File: config.mk
export PLATFORM = sky130hd
export DESIGN_NAME = fpc_i2c_front
export DESIGN_NICKNAME = d
export VERILOG_FILES = /design/src/rtl/fpc_pkg.sv /design/src/rtl/fpc_sync.sv /design/src/rtl/fpc_fifo.sv /design/src/rtl/fpc_engine.sv /design/src/rtl/fpc_i2c_tgt.sv /design/src/rtl/fpc_i2c_front.sv
export SDC_FILE = /design/constraint.sdc
export NUM_CORES = 2
export LEC_CHECK = 0
export BUFFER_PORTS_ARGS = -buffer_cell sky130_fd_sc_hd__buf_2
export CORE_UTILIZATION = 53
export DETAILED_ROUTE_END_ITERATION = 8
export GPL_TIMING_DRIVEN = 0
export PLACE_DENSITY_LB_ADDON = 0.1
export SETUP_SLACK_MARGIN = 0.3
export SLEW_MARGIN = 10
export SYNTH_ARGS = -nofsm -noshare
export SYNTH_HDL_FRONTEND = slang
export SYNTH_SLANG_ARGS = --single-unit
File: constraint.sdc
create_clock -name clk -period 7.4 [get_ports clk]
set_input_delay 0.37 -clock clk [delete_from_list [all_inputs] [get_ports clk]]
set_output_delay 0.37 -clock clk [all_outputs]
set_load 0.05 [all_outputs]
File: src/rtl/fpc_pkg.sv
package fpc_pkg;
   localparam int          WORD_W      = 32;
   localparam logic [31:0] WORD_QNAN   = 32'h7FC0_0000;
   localparam logic [7:0]  CODE_READY  = 8'h00;
   localparam logic [7:0]  CODE_BUSY   = 8'h80;
   localparam logic [7:0]  CODE_NOREG  = 8'hFF;

   typedef enum logic [2:0] {
      T_IDLE, T_ADDR, T_ADDR_ACK, T_WDATA, T_WDATA_ACK, T_RDATA, T_RDATA_ACK
   } tgt_state_e;

   typedef enum logic [1:0] {
      E_IDLE, E_EXEC, E_EMIT
   } eng_state_e;
endpackage

File: src/rtl/fpc_sync.sv
module fpc_sync #(
   parameter int   STAGES  = 2,
   parameter logic RST_VAL = 1'b1
)(
   input  logic clk,
   input  logic rst_n,
   input  logic d,
   output logic q
);
   logic [STAGES-1:0] chain;

   always_ff @(posedge clk or negedge rst_n) begin
      if (!rst_n) chain <= {STAGES{RST_VAL}};
      else        chain <= {chain[STAGES-2:0], d};
   end

   assign q = chain[STAGES-1];
endmodule

File: src/rtl/fpc_fifo.sv
module fpc_fifo #(
   parameter int DEPTH = 256,
   parameter int WIDTH = 8,
   localparam int AW = (DEPTH > 1) ? $clog2(DEPTH) : 1,
   localparam int CW = $clog2(DEPTH + 1)
)(
   input  logic             clk,
   input  logic             rst_n,
   input  logic             flush,
   input  logic             push,
   input  logic [WIDTH-1:0] din,
   input  logic             pop,
   output logic [WIDTH-1:0] dout,
   output logic [CW-1:0]    count,
   output logic             full,
   output logic             empty
);
   logic [WIDTH-1:0] mem [DEPTH];
   logic [AW-1:0]    wr_ptr, rd_ptr, wr_nxt, rd_nxt;
   logic             do_push, do_pop;

   assign full    = (count == CW'(DEPTH));
   assign empty   = (count == '0);
   assign do_push = push & ~full;
   assign do_pop  = pop & ~empty;
   assign dout    = mem[rd_ptr];

   if ((1 << AW) == DEPTH) begin : g_pow2
      assign wr_nxt = wr_ptr + 1'b1;
      assign rd_nxt = rd_ptr + 1'b1;
   end else begin : g_wrap
      assign wr_nxt = (wr_ptr == AW'(DEPTH - 1)) ? '0 : wr_ptr + 1'b1;
      assign rd_nxt = (rd_ptr == AW'(DEPTH - 1)) ? '0 : rd_ptr + 1'b1;
   end

   always_ff @(posedge clk) begin
      if (do_push) mem[wr_ptr] <= din;
   end

   always_ff @(posedge clk or negedge rst_n) begin
      if (!rst_n) begin
         wr_ptr <= '0;
         rd_ptr <= '0;
         count  <= '0;
      end else if (flush) begin
         wr_ptr <= '0;
         rd_ptr <= '0;
         count  <= '0;
      end else begin
         if (do_push) wr_ptr <= wr_nxt;
         if (do_pop)  rd_ptr <= rd_nxt;
         count <= count + CW'(do_push) - CW'(do_pop);
      end
   end
endmodule

File: src/rtl/fpc_engine.sv
module fpc_engine
   import fpc_pkg::*;
#(
   parameter int NREGS       = 8,
   parameter int EXEC_CYCLES = 4,
   localparam int IDXW = $clog2(NREGS),
   localparam int EW   = $clog2(EXEC_CYCLES + 1)
)(
   input  logic       clk,
   input  logic       rst_n,
   input  logic       soft_rst,
   input  logic       trace_busy,
   input  logic       ib_empty,
   input  logic [7:0] ib_data,
   output logic       ib_pop,
   input  logic       oq_full,
   output logic       oq_push,
   output logic [7:0] oq_data,
   output logic       active,
   output logic       clearing
);
   logic [WORD_W-1:0] rf [NREGS];
   logic [WORD_W-1:0] sel_word, sel_shift;
   eng_state_e        st;
   logic [7:0]        op;
   logic [EW-1:0]     cnt;
   logic [1:0]        emit_n;
   logic [IDXW-1:0]   clr_idx;
   logic              shift_we;

   assign ib_pop    = (st == E_IDLE) & ~ib_empty & ~trace_busy & ~clearing & ~soft_rst;
   assign shift_we  = (st == E_EXEC) & (cnt == '0) & ~op[7];
   assign oq_push   = (st == E_EMIT) & ~oq_full;
   assign sel_word  = rf[op[IDXW-1:0]];
   assign sel_shift = sel_word << {emit_n, 3'b000};
   assign oq_data   = sel_shift[WORD_W-1 -: 8];
   assign active    = (st != E_IDLE);

   always_ff @(posedge clk or negedge rst_n) begin
      if (!rst_n) begin
         for (int i = 0; i < NREGS; i++) rf[i] <= WORD_QNAN;
      end else if (clearing) begin
         rf[clr_idx] <= WORD_QNAN;
      end else if (shift_we) begin
         rf[0] <= {rf[0][WORD_W-9:0], op};
      end
   end

   always_ff @(posedge clk or negedge rst_n) begin
      if (!rst_n) begin
         st       <= E_IDLE;
         op       <= '0;
         cnt      <= '0;
         emit_n   <= '0;
         clearing <= 1'b0;
         clr_idx  <= '0;
      end else if (soft_rst) begin
         st       <= E_IDLE;
         emit_n   <= '0;
         clearing <= 1'b1;
         clr_idx  <= '0;
      end else begin
         if (clearing) begin
            clr_idx <= clr_idx + 1'b1;
            if (clr_idx == IDXW'(NREGS - 1)) clearing <= 1'b0;
         end
         case (st)
            E_IDLE: if (ib_pop) begin
               op  <= ib_data;
               cnt <= EW'(EXEC_CYCLES - 1);
               st  <= E_EXEC;
            end
            E_EXEC: if (cnt == '0) begin
               emit_n <= '0;
               st     <= op[7] ? E_EMIT : E_IDLE;
            end else begin
               cnt <= cnt - 1'b1;
            end
            E_EMIT: if (!oq_full) begin
               emit_n <= emit_n + 1'b1;
               if (emit_n == 2'd3) st <= E_IDLE;
            end
            default: st <= E_IDLE;
         endcase
      end
   end
endmodule

File: src/rtl/fpc_i2c_tgt.sv
module fpc_i2c_tgt
   import fpc_pkg::*;
#(
   parameter logic [6:0] DEV_ADDR = 7'b1100100
)(
   input  logic       clk,
   input  logic       rst_n,
   input  logic       scl_s,
   input  logic       sda_s,
   input  logic       ib_full,
   input  logic [7:0] free_byte,
   input  logic [7:0] status_byte,
   input  logic       oq_empty,
   input  logic [7:0] oq_data,
   output logic       oq_pop,
   output logic       ib_push,
   output logic [7:0] ib_wdata,
   output logic       soft_rst,
   output logic       ovf,
   output logic       sda_oe
);
   tgt_state_e st;
   logic       scl_q, sda_q;
   logic       scl_rise, scl_fall, start_c, stop_c;
   logic [7:0] shreg, txsh, ptr, tx_sel;
   logic [3:0] bitcnt;
   logic       done, first, rw, more;
   logic       wbyte_ev, load_tx, wr_ack, data_wr;

   assign scl_rise = scl_s & ~scl_q;
   assign scl_fall = ~scl_s & scl_q;
   assign start_c  = scl_s & scl_q & sda_q & ~sda_s;
   assign stop_c   = scl_s & scl_q & ~sda_q & sda_s;

   always_comb begin
      case (ptr)
         8'd0:    tx_sel = oq_empty ? status_byte : oq_data;
         8'd1:    tx_sel = free_byte;
         default: tx_sel = CODE_NOREG;
      endcase
   end

   assign wbyte_ev = (st == T_WDATA) & scl_fall & done;
   assign data_wr  = wbyte_ev & ~first;
   assign ib_push  = data_wr & (ptr == 8'd0) & ~ib_full;
   assign ib_wdata = shreg;
   assign soft_rst = data_wr & (ptr == 8'd1) & (shreg == 8'd0);
   assign wr_ack   = first | (ptr != 8'd0) | ~ib_full;
   assign load_tx  = scl_fall & (((st == T_ADDR_ACK) & rw) | ((st == T_RDATA_ACK) & more));
   assign oq_pop   = load_tx & (ptr == 8'd0) & ~oq_empty;

   always_ff @(posedge clk or negedge rst_n) begin
      if (!rst_n) ovf <= 1'b0;
      else if (soft_rst) ovf <= 1'b0;
      else if (data_wr & (ptr == 8'd0) & ib_full) ovf <= 1'b1;
   end

   always_ff @(posedge clk or negedge rst_n) begin
      if (!rst_n) begin
         scl_q  <= 1'b1;
         sda_q  <= 1'b1;
         st     <= T_IDLE;
         shreg  <= '0;
         txsh   <= '0;
         ptr    <= '0;
         bitcnt <= '0;
         done   <= 1'b0;
         first  <= 1'b0;
         rw     <= 1'b0;
         more   <= 1'b0;
         sda_oe <= 1'b0;
      end else begin
         scl_q <= scl_s;
         sda_q <= sda_s;
         if (start_c) begin
            st     <= T_ADDR;
            bitcnt <= '0;
            done   <= 1'b0;
            first  <= 1'b1;
            sda_oe <= 1'b0;
         end else if (stop_c) begin
            st     <= T_IDLE;
            done   <= 1'b0;
            sda_oe <= 1'b0;
         end else begin
            case (st)
               T_ADDR, T_WDATA: begin
                  if (scl_rise) begin
                     shreg  <= {shreg[6:0], sda_s};
                     bitcnt <= bitcnt + 1'b1;
                     if (bitcnt == 4'd7) done <= 1'b1;
                  end else if (scl_fall && done) begin
                     done   <= 1'b0;
                     bitcnt <= '0;
                     if (st == T_ADDR) begin
                        if (shreg[7:1] == DEV_ADDR) begin
                           sda_oe <= 1'b1;
                           rw     <= shreg[0];
                           st     <= T_ADDR_ACK;
                        end else begin
                           st <= T_IDLE;
                        end
                     end else begin
                        first  <= 1'b0;
                        if (first) ptr <= shreg;
                        sda_oe <= wr_ack;
                        st     <= T_WDATA_ACK;
                     end
                  end
               end
               T_ADDR_ACK, T_RDATA_ACK: begin
                  if (scl_rise && st == T_RDATA_ACK) begin
                     more <= ~sda_s;
                  end else if (scl_fall) begin
                     if (load_tx) begin
                        sda_oe <= ~tx_sel[7];
                        txsh   <= {tx_sel[6:0], 1'b0};
                        bitcnt <= 4'd1;
                        st     <= T_RDATA;
                     end else if (st == T_ADDR_ACK) begin
                        sda_oe <= 1'b0;
                        bitcnt <= '0;
                        st     <= T_WDATA;
                     end else begin
                        st <= T_IDLE;
                     end
                  end
               end
               T_WDATA_ACK: if (scl_fall) begin
                  sda_oe <= 1'b0;
                  st     <= T_WDATA;
               end
               T_RDATA: if (scl_fall) begin
                  if (bitcnt == 4'd8) begin
                     sda_oe <= 1'b0;
                     st     <= T_RDATA_ACK;
                  end else begin
                     sda_oe <= ~txsh[7];
                     txsh   <= {txsh[6:0], 1'b0};
                     bitcnt <= bitcnt + 1'b1;
                  end
               end
               default: st <= T_IDLE;
            endcase
         end
      end
   end
endmodule

File: src/rtl/fpc_i2c_front.sv
module fpc_i2c_front
   import fpc_pkg::*;
#(
   parameter logic [6:0] DEV_ADDR    = 7'b1100100,
   parameter int         IBUF_DEPTH  = 256,
   parameter int         OQ_DEPTH    = 8,
   parameter int         NREGS       = 8,
   parameter int         EXEC_CYCLES = 4,
   parameter int         SYNC_STAGES = 2
)(
   input  logic clk,
   input  logic rst_n,
   input  logic scl_i,
   input  logic sda_i,
   output logic sda_oe,
   input  logic trace_busy,
   output logic ibuf_overflow
);
   localparam int IB_CW = $clog2(IBUF_DEPTH + 1);
   localparam int OQ_CW = $clog2(OQ_DEPTH + 1);

   if (IBUF_DEPTH < 2) begin : g_bad_ibuf
      $error("IBUF_DEPTH must be at least 2");
   end
   if (OQ_DEPTH < 4) begin : g_bad_oq
      $error("OQ_DEPTH must hold one full word");
   end
   if (NREGS < 2 || NREGS > 128 || (NREGS & (NREGS - 1)) != 0) begin : g_bad_nregs
      $error("NREGS must be a power of two from 2 to 128");
   end
   if (EXEC_CYCLES < 1) begin : g_bad_exec
      $error("EXEC_CYCLES must be at least 1");
   end
   if (SYNC_STAGES < 2) begin : g_bad_sync
      $error("SYNC_STAGES must be at least 2");
   end

   logic             scl_s, sda_s;
   logic             ib_push, ib_pop, ib_full, ib_empty;
   logic [7:0]       ib_wdata, ib_rdata;
   logic [IB_CW-1:0] ib_count, ib_free;
   logic             oq_push, oq_pop, oq_full, oq_empty;
   logic [7:0]       oq_wdata, oq_rdata;
   logic [OQ_CW-1:0] oq_count;
   logic             soft_rst, eng_active, clearing, busy;
   logic [7:0]       free_byte, status_byte;

   fpc_sync #(.STAGES(SYNC_STAGES), .RST_VAL(1'b1)) u_scl_sync (
      .clk(clk), .rst_n(rst_n), .d(scl_i), .q(scl_s));
   fpc_sync #(.STAGES(SYNC_STAGES), .RST_VAL(1'b1)) u_sda_sync (
      .clk(clk), .rst_n(rst_n), .d(sda_i), .q(sda_s));

   assign ib_free = IB_CW'(IBUF_DEPTH) - ib_count;
   if (IB_CW > 8) begin : g_free_sat
      assign free_byte = (ib_free > IB_CW'(255)) ? 8'hFF : ib_free[7:0];
   end else begin : g_free_fit
      assign free_byte = 8'(ib_free);
   end

   assign busy        = ~ib_empty | eng_active | trace_busy | clearing;
   assign status_byte = busy ? CODE_BUSY : CODE_READY;

   fpc_i2c_tgt #(.DEV_ADDR(DEV_ADDR)) u_tgt (
      .clk(clk), .rst_n(rst_n), .scl_s(scl_s), .sda_s(sda_s),
      .ib_full(ib_full), .free_byte(free_byte), .status_byte(status_byte),
      .oq_empty(oq_empty), .oq_data(oq_rdata), .oq_pop(oq_pop),
      .ib_push(ib_push), .ib_wdata(ib_wdata), .soft_rst(soft_rst),
      .ovf(ibuf_overflow), .sda_oe(sda_oe));

   fpc_fifo #(.DEPTH(IBUF_DEPTH), .WIDTH(8)) u_ibuf (
      .clk(clk), .rst_n(rst_n), .flush(soft_rst),
      .push(ib_push), .din(ib_wdata), .pop(ib_pop), .dout(ib_rdata),
      .count(ib_count), .full(ib_full), .empty(ib_empty));

   fpc_fifo #(.DEPTH(OQ_DEPTH), .WIDTH(8)) u_oq (
      .clk(clk), .rst_n(rst_n), .flush(soft_rst),
      .push(oq_push), .din(oq_wdata), .pop(oq_pop), .dout(oq_rdata),
      .count(oq_count), .full(oq_full), .empty(oq_empty));

   fpc_engine #(.NREGS(NREGS), .EXEC_CYCLES(EXEC_CYCLES)) u_eng (
      .clk(clk), .rst_n(rst_n), .soft_rst(soft_rst), .trace_busy(trace_busy),
      .ib_empty(ib_empty), .ib_data(ib_rdata), .ib_pop(ib_pop),
      .oq_full(oq_full), .oq_push(oq_push), .oq_data(oq_wdata),
      .active(eng_active), .clearing(clearing));
endmodule

==> flow_summary_export.csv <==
group,metric,value,unit
status,status,"finished clean",
sta,hold_violations,0,
min_path,hold_class,"primary input to asynchronous set/reset pin",
routing,post-route-drc-count,0,
global_routing,grt_pass1_vias,49600,
floorplan,rows,156,
synth,async_flop_share,14.3,%
worst_setup_path,crit_buf_inv,5,
placement,place_area,101000,sq um
clock_tree,clkLatencyLatePin,0.92,ns
routing,drt-initial-drc-count,6624,
worst_setup_path,cpMaxStageDelayCell,"nor4b_2",
power_and_ir_drop,p_clk_share,30.5,%
synth,synth_warnings,0,
worst_setup_path,crit_fanout,10,
worst_setup_path,ff2ff_setup_slack,1.49,ns
worst_setup_path,crit_type,"register to register",
sta,drv_slew,0,
synth,synthTopCellsByCount,"edfxtp_1 (2112), mux4_2 (673), nor2_1 (334)",
power_and_ir_drop,pwr-share-seq,40.4,%
worst_setup_path,crit_arrival,6.66,ns
synth,synthesis.nets,4861,
clock_tree,cts_max_level,5,
sta,setup_viol,0,
clock_tree,cts_buffers,275,
sta,final.min_clock_period,5.91,ns
layout,syn2layout_area_growth,12.8,%
power_and_ir_drop,vdd_drop_max,0.000256,V
synth,synth_area,97300,sq um
routing,via_count,50100,
global_routing,grt_max_degree,107,
worst_setup_path,startpoint_type,"register",
global_routing,antenna_found_initial,8,
layout,drive_gt1_share,25.7,%
synth,yosysUniqueCellTypes,74,
layout,fillCellCount,12800,
clock_tree,post_cts_buffers,0,
sta,relSlewSlack,4.46,%
synth,synth_top_flop_cell,"edfxtp_1",
clock_tree,max-clock-path-buffers,4,
placement,routabilityCongestion,0.975,
clock_tree,cts_sinks,2464,
sta,fmax,169,MHz
worst_setup_path,timing.rr.start,"u_ibuf.count[0]",
synth,synth.most_common_cell,"edfxtp_1",
worst_setup_path,worstSetupEndpointType,"register",
routing,ant_nets,0,
global_routing,grt_pass1_wl,377000,microns
sta,tightest_slew,1.43,ns
synth,synth-edff-count,2112,
routing,vias_per_cell,6.50,
synth,synth_top_area_share,65.2,%
worst_setup_path,crit_top_cell,"ha_1",
synth,synth_area_leaders,"edfxtp_1 (65%), mux4_2 (16%), dfrtp_1 (7.0%), dfstp_2 (2.1%), nor2_1 (1.3%)",
synth,synth_largest_area_cell,"edfxtp_1",
sta,holdWs,0.0868,ns
power_and_ir_drop,netSwitchingFraction,32.0,%
routing,first_pass_iters,5,
worst_setup_path,r2r-end,"u_ibuf.count[8]",
worst_setup_path,required,8.15,ns
floorplan,core,182000,sq um
clock_tree,cts_hold_buffers,5,
sta,fin_skew,0.0499,ns
worst_setup_path,crit_family,"simple AND/OR/NAND/NOR gates",
routing,wl,268000,microns
placement,io_buffers,6,
worst_setup_path,reg2regPathDepth,21,
power_and_ir_drop,internal-power,28.8,mW
floorplan,fp.dieW,431,microns
flow_run,drv_cap,0,
clock_tree,clk_pin_slew,0.06,ns
routing,avgRoutedWirePerCell,34.8,microns
clock_tree,cts_tree,"done",
synth,avgSynthCellArea,20.2,sq um
floorplan,start_util,53.6,%
floorplan,die-height,431,microns
power_and_ir_drop,comb_power_share,29.1,%
global_routing,grt_overflow_total,0,
global_routing,grt_use_total,29.3,%
floorplan,ios,7,
floorplan,die_area,185000,sq um
worst_setup_path,crit_path_cell_trace,"inv_1 > ha_1 > and3_1 > and2_1 > ha_1 > nor4b_2 > o31ai_1 > buf_4 > clkinv_1 > ha_1 > inv_1 > ha_1 > inv_1 > fa_1 > o21bai_1 > a21oi_1 > o21bai_1 > a21oi_1 > o21bai_1 > a21oi_1 > mux2i_1",
layout,nets,5188,
power_and_ir_drop,power.density,385,nW/um^2
synth,netlist_instances,4812,
power_and_ir_drop,p_leak,36.7,nW
sta,rsz0062_at_grt,"no",
sta,fin_crit_sh,79.8,%
layout,fin_area,110000,sq um
synth,ys_seq_elements,2464,
synth,yosysSeqAreaShare,74.3,%
clock_tree,clockRootBuffer,"clkbuf_16",
power_and_ir_drop,p_sw,13.5,mW
clock_tree,cts_resized,0,
placement,dp_hpwl,178000,microns
worst_setup_path,max_stage_delay,1.13,ns
power by group through the flow:
stage                     logic, mW  clock network (mW)  registers [mW]
final                          12.3                12.9            17.1
after floorplan                6.60                   0            18.0
after global placement         10.7                   0            19.1
after CTS                      12.2                13.0            17.1
after detailed placement       12.2                   0            17.4
after global routing           12.7                13.5            17.1
cell families (layout without fill, tap and decap cells):
| family | count (synthesis) | after routing | synth area share [%] |
|---|---|---|---|
| flip-flops | 2464 | 2464 | 74.3 |
| AND/OR/NAND/NOR | 840 | 840 | 4.22 |
| multiplexers | 811 | 811 | 17.0 |
| buffers and inverters | 329 | 839 | 1.51 |
| AO/OA/AOI/OAI | 293 | 293 | 2.07 |
| adder cells (fa/ha/maj) | 44 | 44 | 0.581 |
| XOR/XNOR | 31 | 31 | 0.279 |
| other | 0 | 6 | 0 |
cell usage in the layout (no fill, tap or decap), types with 79 or more instances in the layout:
cell          n
clkbuf_16   283
edfxtp_1   2112
nand2_1     124
mux4_2      673
nor2b_1      84
and2_1      103
mux2i_1     110
dfrtp_1     266
clkbuf_1    193
nor2_1      333
buf_2        79
worst max path at each step:
stage | startpoint | end | cells past startpoint
after global placement | u_tgt.ib_wdata[4] | u_ibuf.count[8] | 17
after global routing | u_ibuf.count[0] | u_ibuf.count[8] | 21
after floorplan | u_tgt.ib_wdata[1] | u_ibuf.count[8] | 17
after CTS | u_ibuf.count[0] | u_ibuf.count[8] | 21
after detailed placement | u_ibuf.count[1] | u_ibuf.count[8] | 21
final | u_ibuf.count[0] | u_ibuf.count[8] | 21
registers in the layout (all words and copies together) (netlist names), 4 cells and up:
| register | count |
|---|---|
| u_tgt.bitcnt | 4 |
| u_tgt.txsh | 7 |
| u_ibuf.rd_ptr | 8 |
| u_ibuf.count | 9 |
| u_tgt.ib_wdata | 8 |
| u_tgt.ptr | 8 |
| u_ibuf.wr_ptr | 8 |
| u_eng.rf | 256 |
| u_oq.count | 4 |
| u_ibuf.mem | 2048 |
| u_oq.mem | 64 |
| u_eng.op | 8 |
area by class of cell:
type,instances,area [sq um],share of cell area (%)
sequential,2464,72400,65.9
multi-input combinational,2019,23600,21.5
clock buffer,357,7440,6.78
tap,2370,2970,2.70
buffer,284,1330,1.21
timing repair buffer,50,1090,0.989
clock inverter,103,868,0.791
inverter,45,170,0.155
antenna,6,15.0,0.0137
worst register-to-register path, stage by stage, from the launching register on:
cell	delay, ns
dfrtp_1	0.40
inv_1	0.13
ha_1	0.28
and3_1	0.22
and2_1	0.18
ha_1	0.28
nor4b_2	1.13
o31ai_1	0.55
buf_4	0.35
clkinv_1	0.28
ha_1	0.31
inv_1	0.06
ha_1	0.15
inv_1	0.06
fa_1	0.44
o21bai_1	0.16
a21oi_1	0.12
o21bai_1	0.14
a21oi_1	0.11
o21bai_1	0.16
a21oi_1	0.11
mux2i_1	0.13
through the flow:
stage	instances	util [%]	TNS, ns	total power, mW	setup WS (ns)
after floorplan	4812	-	0	24.6	1.45
after detailed placement	7227	55.9	0	29.6	1.69
after global placement	7188	55.3	-964.11	29.8	-3.21
final	7698	60.5	0	42.3	1.49
after CTS	7692	60.5	0	42.3	1.60
after global routing	7693	60.5	0	43.4	1.29
routing by layer:
layer | part of all wire, % | wire [microns] | global-route usage (%) | up-vias
met5 | 0.025 | 68 | 0 | -
met4 | 3.9 | 10500 | 10.8 | 10
met3 | 9.8 | 26300 | 6.74 | 543
met2 | 47 | 125000 | 44.9 | 2576
met1 | 40 | 106000 | 41.6 | 26800
li1 | - | - | - | 20100
Note: power is estimated with default switching activity, not from simulation.
